===== config.mk =====
export PLATFORM = sky130hd
export DESIGN_NAME = trim_regulator
export DESIGN_NICKNAME = d
export VERILOG_FILES = /design/src/rtl/trim_pkg.sv /design/src/rtl/trim_pwm_gen.sv /design/src/rtl/trim_target_sel.sv /design/src/rtl/trim_servo.sv /design/src/rtl/trim_regulator.sv
export SDC_FILE = /design/constraint.sdc
export NUM_CORES = 1
export LEC_CHECK = 0
export BUFFER_PORTS_ARGS = -buffer_cell sky130_fd_sc_hd__buf_2
export CAP_MARGIN = 20
export CORE_ASPECT_RATIO = 2
export CORE_MARGIN = 4
export CORE_UTILIZATION = 54
export CTS_CLUSTER_DIAMETER = 150
export DETAILED_ROUTE_END_ITERATION = 8
export MAX_ROUTING_LAYER = met4
export PLACE_DENSITY = 0.84
export SLEW_MARGIN = 20
export SYNTH_ARGS = -nofsm -noshare
export SYNTH_HDL_FRONTEND = slang
export SYNTH_SLANG_ARGS = --single-unit

===== constraint.sdc =====
create_clock -name clk -period 5.39 [get_ports clk]
set_input_delay 1.3475 -clock clk [delete_from_list [all_inputs] [get_ports clk]]
set_output_delay 1.3475 -clock clk [all_outputs]
set_load 0.02 [all_outputs]

===== src/rtl/trim_pkg.sv =====
package trim_pkg;
  typedef enum logic [2:0] {
    ST_IDLE,
    ST_PRECHG,
    ST_BASE,
    ST_NUDGE,
    ST_SERVO,
    ST_FAIL
  } trim_st_e;
endpackage


===== src/rtl/trim_pwm_gen.sv =====
module trim_pwm_gen #(
  parameter int DUTY_W  = 10,
  parameter int PRE_DIV = 10
) (
  input  logic              clk,
  input  logic              rst,
  input  logic [DUTY_W-1:0] duty,
  output logic              pwm_out
);
  localparam logic [DUTY_W-1:0] CNT_LAST = '1;

  logic              step;
  logic [DUTY_W-1:0] cnt_q;
  logic [DUTY_W-1:0] lat_q;
  logic              pwm_q;

  generate
    if (PRE_DIV <= 1) begin : g_nodiv
      assign step = 1'b1;
    end else begin : g_div
      localparam int PW = $clog2(PRE_DIV);
      logic [PW-1:0] pre_q;
      always_ff @(posedge clk) begin
        if (rst || pre_q == PW'(PRE_DIV - 1)) pre_q <= '0;
        else                                  pre_q <= pre_q + 1'b1;
      end
      assign step = (pre_q == PW'(PRE_DIV - 1));
    end
  endgenerate

  always_ff @(posedge clk) begin
    if (rst) begin
      cnt_q <= '0;
      lat_q <= '0;
      pwm_q <= 1'b0;
    end else begin
      pwm_q <= (cnt_q < lat_q);
      if (step) begin
        cnt_q <= cnt_q + 1'b1;
        if (cnt_q == CNT_LAST) lat_q <= duty;
      end
    end
  end

  assign pwm_out = pwm_q;

  assert_pwm_zero_R1: assert property (@(posedge clk) disable iff (rst)
    (lat_q == '0) |=> !pwm_q);
endmodule


===== src/rtl/trim_target_sel.sv =====
module trim_target_sel #(
  parameter int ADC_W = 12
) (
  input  logic             mfg_mode,
  input  logic             mrg_hi,
  input  logic             mrg_lo,
  input  logic             alt_sel,
  input  logic             dual_cfg,
  input  logic [ADC_W-1:0] tgt_nom,
  input  logic [ADC_W-1:0] tgt_alt,
  input  logic [ADC_W-1:0] tgt_hi,
  input  logic [ADC_W-1:0] tgt_lo,
  output logic [ADC_W-1:0] target
);
  always_comb begin
    if (mfg_mode && mrg_hi)       target = tgt_hi;
    else if (mfg_mode && mrg_lo)  target = tgt_lo;
    else if (alt_sel && dual_cfg) target = tgt_alt;
    else                          target = tgt_nom;
  end
endmodule


===== src/rtl/trim_servo.sv =====
module trim_servo
  import trim_pkg::*;
#(
  parameter int DUTY_W      = 10,
  parameter int ADC_W       = 12,
  parameter int NUDGE0      = 4,
  parameter int LRN_TRIES   = 3,
  parameter int PRE_SAMPLES = 4
) (
  input  logic              clk,
  input  logic              rst,
  input  logic              run,
  input  logic              ref_type,
  input  logic [DUTY_W-1:0] init_duty,
  input  logic [ADC_W-1:0]  target,
  input  logic [ADC_W-1:0]  deadband,
  input  logic              sample_valid,
  input  logic [ADC_W-1:0]  sample,
  output logic [DUTY_W-1:0] duty,
  output logic              conv_en,
  output logic              settled,
  output logic              learn_fail,
  output logic              pol_up
);
  localparam logic [DUTY_W-1:0] DMAX_V = '1;
  localparam logic [DUTY_W-1:0] HALF_V = DUTY_W'(2 ** (DUTY_W - 1));
  localparam logic [DUTY_W-1:0] ONE_V  = DUTY_W'(1);
  localparam int TRY_W = $clog2(LRN_TRIES + 1);
  localparam int PC_W  = $clog2(PRE_SAMPLES + 1);

  trim_st_e          st_q;
  logic [DUTY_W-1:0] duty_q, duty0_q, nudge_q;
  logic [ADC_W-1:0]  base_q;
  logic [TRY_W-1:0]  tries_q;
  logic [PC_W-1:0]   pcnt_q;
  logic              pol_q, dir_up_q, settled_q, fail_q, en_q;

  logic signed [ADC_W+1:0] err, diff, db_s;
  logic                    err_hi, err_lo, moved;

  function automatic logic [DUTY_W-1:0] move_duty(input logic [DUTY_W-1:0] d,
                                                  input logic [DUTY_W-1:0] amt,
                                                  input logic up);
    logic [DUTY_W:0] s;
    s = {1'b0, d} + {1'b0, amt};
    if (up) move_duty = s[DUTY_W] ? DMAX_V : s[DUTY_W-1:0];
    else    move_duty = (amt > d) ? '0 : d - amt;
  endfunction

  always_comb begin
    db_s   = $signed({2'b00, deadband});
    err    = $signed({2'b00, target}) - $signed({2'b00, sample});
    diff   = $signed({2'b00, sample}) - $signed({2'b00, base_q});
    err_hi = err > db_s;
    err_lo = err < -db_s;
    moved  = (diff > db_s) || (diff < -db_s);
  end

  always_ff @(posedge clk) begin
    if (rst) begin
      st_q      <= ST_IDLE;
      duty_q    <= init_duty;
      duty0_q   <= '0;
      nudge_q   <= '0;
      base_q    <= '0;
      tries_q   <= '0;
      pcnt_q    <= '0;
      pol_q     <= 1'b0;
      dir_up_q  <= 1'b0;
      settled_q <= 1'b0;
      fail_q    <= 1'b0;
      en_q      <= 1'b0;
    end else if (!run) begin
      st_q      <= ST_IDLE;
      duty_q    <= init_duty;
      settled_q <= 1'b0;
      fail_q    <= 1'b0;
      en_q      <= 1'b0;
    end else begin
      case (st_q)
        ST_IDLE: begin
          if (ref_type) begin
            duty_q <= DMAX_V;
            pcnt_q <= '0;
            st_q   <= ST_PRECHG;
          end else begin
            en_q    <= 1'b1;
            nudge_q <= DUTY_W'(NUDGE0);
            tries_q <= '0;
            st_q    <= ST_BASE;
          end
        end
        ST_PRECHG: if (sample_valid) begin
          if (pcnt_q == PC_W'(PRE_SAMPLES - 1)) begin
            en_q  <= 1'b1;
            pol_q <= 1'b1;
            st_q  <= ST_SERVO;
          end else begin
            pcnt_q <= pcnt_q + 1'b1;
          end
        end
        ST_BASE: if (sample_valid) begin
          base_q   <= sample;
          duty0_q  <= duty_q;
          dir_up_q <= duty_q < HALF_V;
          duty_q   <= move_duty(duty_q, nudge_q, duty_q < HALF_V);
          st_q     <= ST_NUDGE;
        end
        ST_NUDGE: if (sample_valid) begin
          if (moved) begin
            pol_q <= ((diff > 0) == dir_up_q);
            st_q  <= ST_SERVO;
          end else begin
            duty_q <= duty0_q;
            if (tries_q == TRY_W'(LRN_TRIES - 1)) begin
              fail_q <= 1'b1;
              st_q   <= ST_FAIL;
            end else begin
              tries_q <= tries_q + 1'b1;
              nudge_q <= nudge_q << 1;
              st_q    <= ST_BASE;
            end
          end
        end
        ST_SERVO: if (sample_valid) begin
          if (err_hi) begin
            duty_q    <= move_duty(duty_q, ONE_V, pol_q);
            settled_q <= 1'b0;
          end else if (err_lo) begin
            duty_q    <= move_duty(duty_q, ONE_V, !pol_q);
            settled_q <= 1'b0;
          end else begin
            settled_q <= 1'b1;
          end
        end
        default: ;
      endcase
    end
  end

  assign duty       = duty_q;
  assign conv_en    = en_q;
  assign settled    = settled_q;
  assign learn_fail = fail_q;
  assign pol_up     = pol_q;

  assert_single_step_R5: assert property (@(posedge clk) disable iff (rst)
    (st_q == ST_SERVO && run && sample_valid) |=>
      (duty_q == $past(duty_q) ||
       {1'b0, duty_q} == {1'b0, $past(duty_q)} + 1'b1 ||
       {1'b0, duty_q} + 1'b1 == {1'b0, $past(duty_q)}));

  assert_settled_still_R7: assert property (@(posedge clk) disable iff (rst)
    (st_q == ST_SERVO && settled_q) |-> (duty_q == $past(duty_q)));

  assert_fail_hold_R4: assert property (@(posedge clk) disable iff (rst)
    (fail_q && run) |=> fail_q);

  assert_prechg_off_R8: assert property (@(posedge clk) disable iff (rst)
    (st_q == ST_PRECHG) |-> !en_q);
endmodule


===== src/rtl/trim_regulator.sv =====
module trim_regulator #(
  parameter int DUTY_W      = 10,
  parameter int ADC_W       = 12,
  parameter int PRE_DIV     = 10,
  parameter int NUDGE0      = 4,
  parameter int LRN_TRIES   = 3,
  parameter int PRE_SAMPLES = 4
) (
  input  logic              clk,
  input  logic              rst,
  input  logic              run,
  input  logic              ref_type,
  input  logic              dual_cfg,
  input  logic              alt_sel,
  input  logic              mfg_mode,
  input  logic              mrg_hi,
  input  logic              mrg_lo,
  input  logic [ADC_W-1:0]  tgt_nom,
  input  logic [ADC_W-1:0]  tgt_alt,
  input  logic [ADC_W-1:0]  tgt_hi,
  input  logic [ADC_W-1:0]  tgt_lo,
  input  logic [ADC_W-1:0]  deadband,
  input  logic [DUTY_W-1:0] init_duty,
  input  logic              smp_valid,
  input  logic [ADC_W-1:0]  smp_data,
  output logic              pwm_out,
  output logic              conv_en,
  output logic [DUTY_W-1:0] duty,
  output logic              settled,
  output logic              learn_fail,
  output logic              pol_up
);
  logic [ADC_W-1:0]  target;
  logic [DUTY_W-1:0] duty_w;

  trim_target_sel #(.ADC_W(ADC_W)) u_sel (
    .mfg_mode(mfg_mode), .mrg_hi(mrg_hi), .mrg_lo(mrg_lo),
    .alt_sel(alt_sel), .dual_cfg(dual_cfg),
    .tgt_nom(tgt_nom), .tgt_alt(tgt_alt), .tgt_hi(tgt_hi), .tgt_lo(tgt_lo),
    .target(target)
  );

  trim_servo #(
    .DUTY_W(DUTY_W), .ADC_W(ADC_W), .NUDGE0(NUDGE0),
    .LRN_TRIES(LRN_TRIES), .PRE_SAMPLES(PRE_SAMPLES)
  ) u_servo (
    .clk(clk), .rst(rst), .run(run), .ref_type(ref_type),
    .init_duty(init_duty), .target(target), .deadband(deadband),
    .sample_valid(smp_valid), .sample(smp_data),
    .duty(duty_w), .conv_en(conv_en), .settled(settled),
    .learn_fail(learn_fail), .pol_up(pol_up)
  );

  trim_pwm_gen #(.DUTY_W(DUTY_W), .PRE_DIV(PRE_DIV)) u_pwm (
    .clk(clk), .rst(rst), .duty(duty_w), .pwm_out(pwm_out)
  );

  assign duty = duty_w;
endmodule


==> results.yml <==
logic_synthesis:
  syn_inst: 1025
  ys.flop_type: "dfxtp_1"
  ys_ff_latch: 78
  ys_top_cells_by_area: "dfxtp_1 (17%), ha_1 (17%), nand2_1 (6.3%)"
  yosysMostFrequentCell: "nand2_1"
  yosys.area.top_type: "dfxtp_1"
  synth_common_cells: "nand2_1 (131), ha_1 (108), inv_1 (80)"
  synth_top_area_share_pct: 17.5
  ys_types: 74
  ys_seq_area_share_pct: 21.3
  syn_area_per_cell_um2: 7.60
  ys.warnings.count: 0
  syn_nets: 1229
  ys_async_sr_fraction_pct: 0
  syn-cell-area_mm2: 0.00779
  synth-edff-count: 10
place:
  gp_congestion: 0.982
  hpwl_um: 19500
  portBuffers: 106
  place_ws_ps: -486
  dp_cells: 1350
  placed_area_mm2: 0.00900
floorplan:
  dieArea_mm2: 0.0165
  rows: 61
  die_h_um: 178
  io_pins: 107
  core_mm2: 0.0140
  start_util_pct: 55.5
  die_w_um: 92.9
grt:
  antenna_found_initial: 0
  grt_max_degree: 46
  grt.total_usage_pct: 29.9
  overflow: 0
  grt_pass1_wl_um: 38400
  grt_pass1_vias: 8378
drt:
  vias: 8412
  drcViolationCount: 0
  wirelength_um: 24900
  routed_via_density: 6.13
  wl_per_cell_um: 18.1
  drt_pre_antenna_iters: 5
  ant_nets: 0
  first_iter_violations: 443
cells_and_area:
  fin_nets: 1382
  n_antenna_cell: 0
  num-fill-cells: 1168
  final_cells: 1372
  drive_gt1_share_pct: 21.7
  final_area_mm2: 0.00958
  layout-area-overhead-vs-synth_pct: 23.1
timing:
  period_needed_ps: 5410
  finalHoldViolCount: 0
  setup_ws_ps: -22.4
  rsz0062_at_grt: "true"
  setup_tns_ps: -22.4
  maxSlewViolCount: 0
  tightest_slew_ps: 1130
  period_share_pct: 100
  slew_headroom_pct: 24.3
  setup_violations: 1
  skew_ps: 5.80
  max_freq_ghz: 0.185
min_path:
  min-delay-start: "u_servo.duty0_q[3]"
  min_path_type: "reg2reg"
power_and_ir_drop:
  leakage_nw: 4.08
  peakVddDrop_v: 0.000303
  p_total_mw: 2.30
  powerDensity_mw_per_mm2: 240
worst_setup_path:
  reg2reg_from: "u_servo.base_q[0]"
  critPathLaunch: "dual_cfg"
  worstPathMaxFanout: 8
  required_ps: 5460
  cp-start-kind: "primary input"
  end_kind: "register"
  arrival_ps: 5480
  critPathKind: "in2reg"
outcome:
  status: "finished, violations left"
  violations: "setup timing"
clock_network:
  cts_buffers: 9
  cts-root-buf: "clkbuf_16"
  cts_tree: "done"
  path_clk_slew_ps: 60
  clkSinkCount: 78
  clk_latency_ps: 340
  clk_path_buf_depth: 2
  htree_levels: 3
flow_run:
  maxCapViolations: 0
==> where the power goes <==
part	switching (mW)	total [mW]	internal, mW
registers	0.0446	0.652	0.607
clock network	0.242	0.666	0.424
logic	0.525	0.978	0.453
==> critical path, stage by stage <==
cell and delay, ps:
buf_6 90, and2_4 180, nand2_2 60, a32o_2 250
ha_4 160, inv_2 40, fa_2 370, a211oi_2 230
nor2_2 80, buf_4 140, o21a_1 160, nor2_1 120
xnor2_1 190, ha_1 220, a21o_1 150, a21oi_2 80
o211ai_1 220, o211ai_1 190, or3_4 410, buf_4 170
a2111o_1 410, nand4_1 100, a31oi_1 80
==> per-stage QoR <==
step	hold WS (ps)	utilization [%]
final	453	68.2
after global routing	471	68.2
after CTS	451	66.7
after detailed placement	444	64.1
after global placement	439	64.1
after floorplan	431	-
==> routing by layer <==
layer  vias up  routed length (µm)  global-route usage (%)
li1       3980                   -                       -
met3       146                1410                    5.01
met1      3882                8110                    25.3
met5         -                   0                       -
met4         0                2190                    23.6
met2       404               13200                    56.1
==> sequential cells by signal (all words and copies together), names as in the netlist <==
register / flops
u_servo.base_q: 12
u_servo.duty: 10
u_servo.dir_up_q: 1
u_pwm.pwm_out: 1
u_servo.nudge_q: 8
u_servo.pcnt_q: 3
u_pwm.cnt_q: 10
u_servo.settled: 1
u_servo.duty0_q: 10
u_servo.conv_en: 1
u_servo.learn_fail: 1
u_pwm.lat_q: 10
u_servo.tries_q: 2
u_servo.st_q: 3
u_servo.pol_up: 1
u_pwm.g_div.pre_q: 4
==> cell families (layout without fill, tap and decap cells) <==
family,count (synthesis),after routing,share of synthesized area [%]
AO/OA/AOI/OAI,266,266,22.3
XOR/XNOR,48,48,5.40
adder cells (fa/ha/maj),112,112,18.4
buffers and inverters,124,282,6.11
flip-flops,78,78,21.3
multiplexers,27,27,3.57
AND/OR/NAND/NOR,370,370,22.9
==> worst paths after layout <==
path / end / slack, ps / cells past startpoint
worst max-delay path: u_servo.duty[9] / -20 / 23
worst min-delay path: u_servo.duty0_q[3] / 450 / 2
worst max register to register: u_servo.duty[0] / 970 / 19
worst min register to register: u_servo.duty0_q[3] / 450 / 2
==> cell type report <==
cell class              instances  area (µm²)  share of cell area [%]
multi-input cells             823        5840                    61.0
repair buffers                185        1200                    12.5
inverters                      81         312                    3.25
flip-flops and latches         78        1660                    17.3
well taps                     189         236                    2.47
clock buffers                  14         295                    3.08
clock inverters                 2        35.0                   0.366
==> what timing repair did <==
item                       CTS  global route
buffers inserted             1             5
setup endpoints to repair    6            29
hold buffers                 0             0
pin swaps                    7            31
resized for setup            7            44
==> placed cells by master, fill, tap and decap left out, types with 7 or more instances in the layout <==
| cell | count |
|---|---|
| a211oi_1 | 14 |
| o21ai_0 | 37 |
| a31oi_1 | 14 |
| nor2_1 | 78 |
| buf_4 | 69 |
| ha_1 | 106 |
| a21o_1 | 15 |
| nand2_1 | 127 |
| o22ai_1 | 12 |
| edfxtp_1 | 10 |
| nand2b_1 | 15 |
| nand4_1 | 16 |
| a22o_1 | 8 |
| inv_1 | 78 |
| nor2b_1 | 17 |
| buf_6 | 9 |
| xnor2_1 | 30 |
| a32oi_1 | 10 |
| nor3_1 | 27 |
| mux2i_1 | 21 |
| and3_1 | 9 |
| clkbuf_16 | 10 |
| or3_1 | 9 |
| xor2_1 | 17 |
| o21ai_1 | 7 |
| dfxtp_1 | 68 |
| buf_2 | 104 |
| a21oi_1 | 72 |
| nand3_1 | 22 |
Power figures use the tool's default switching activity.
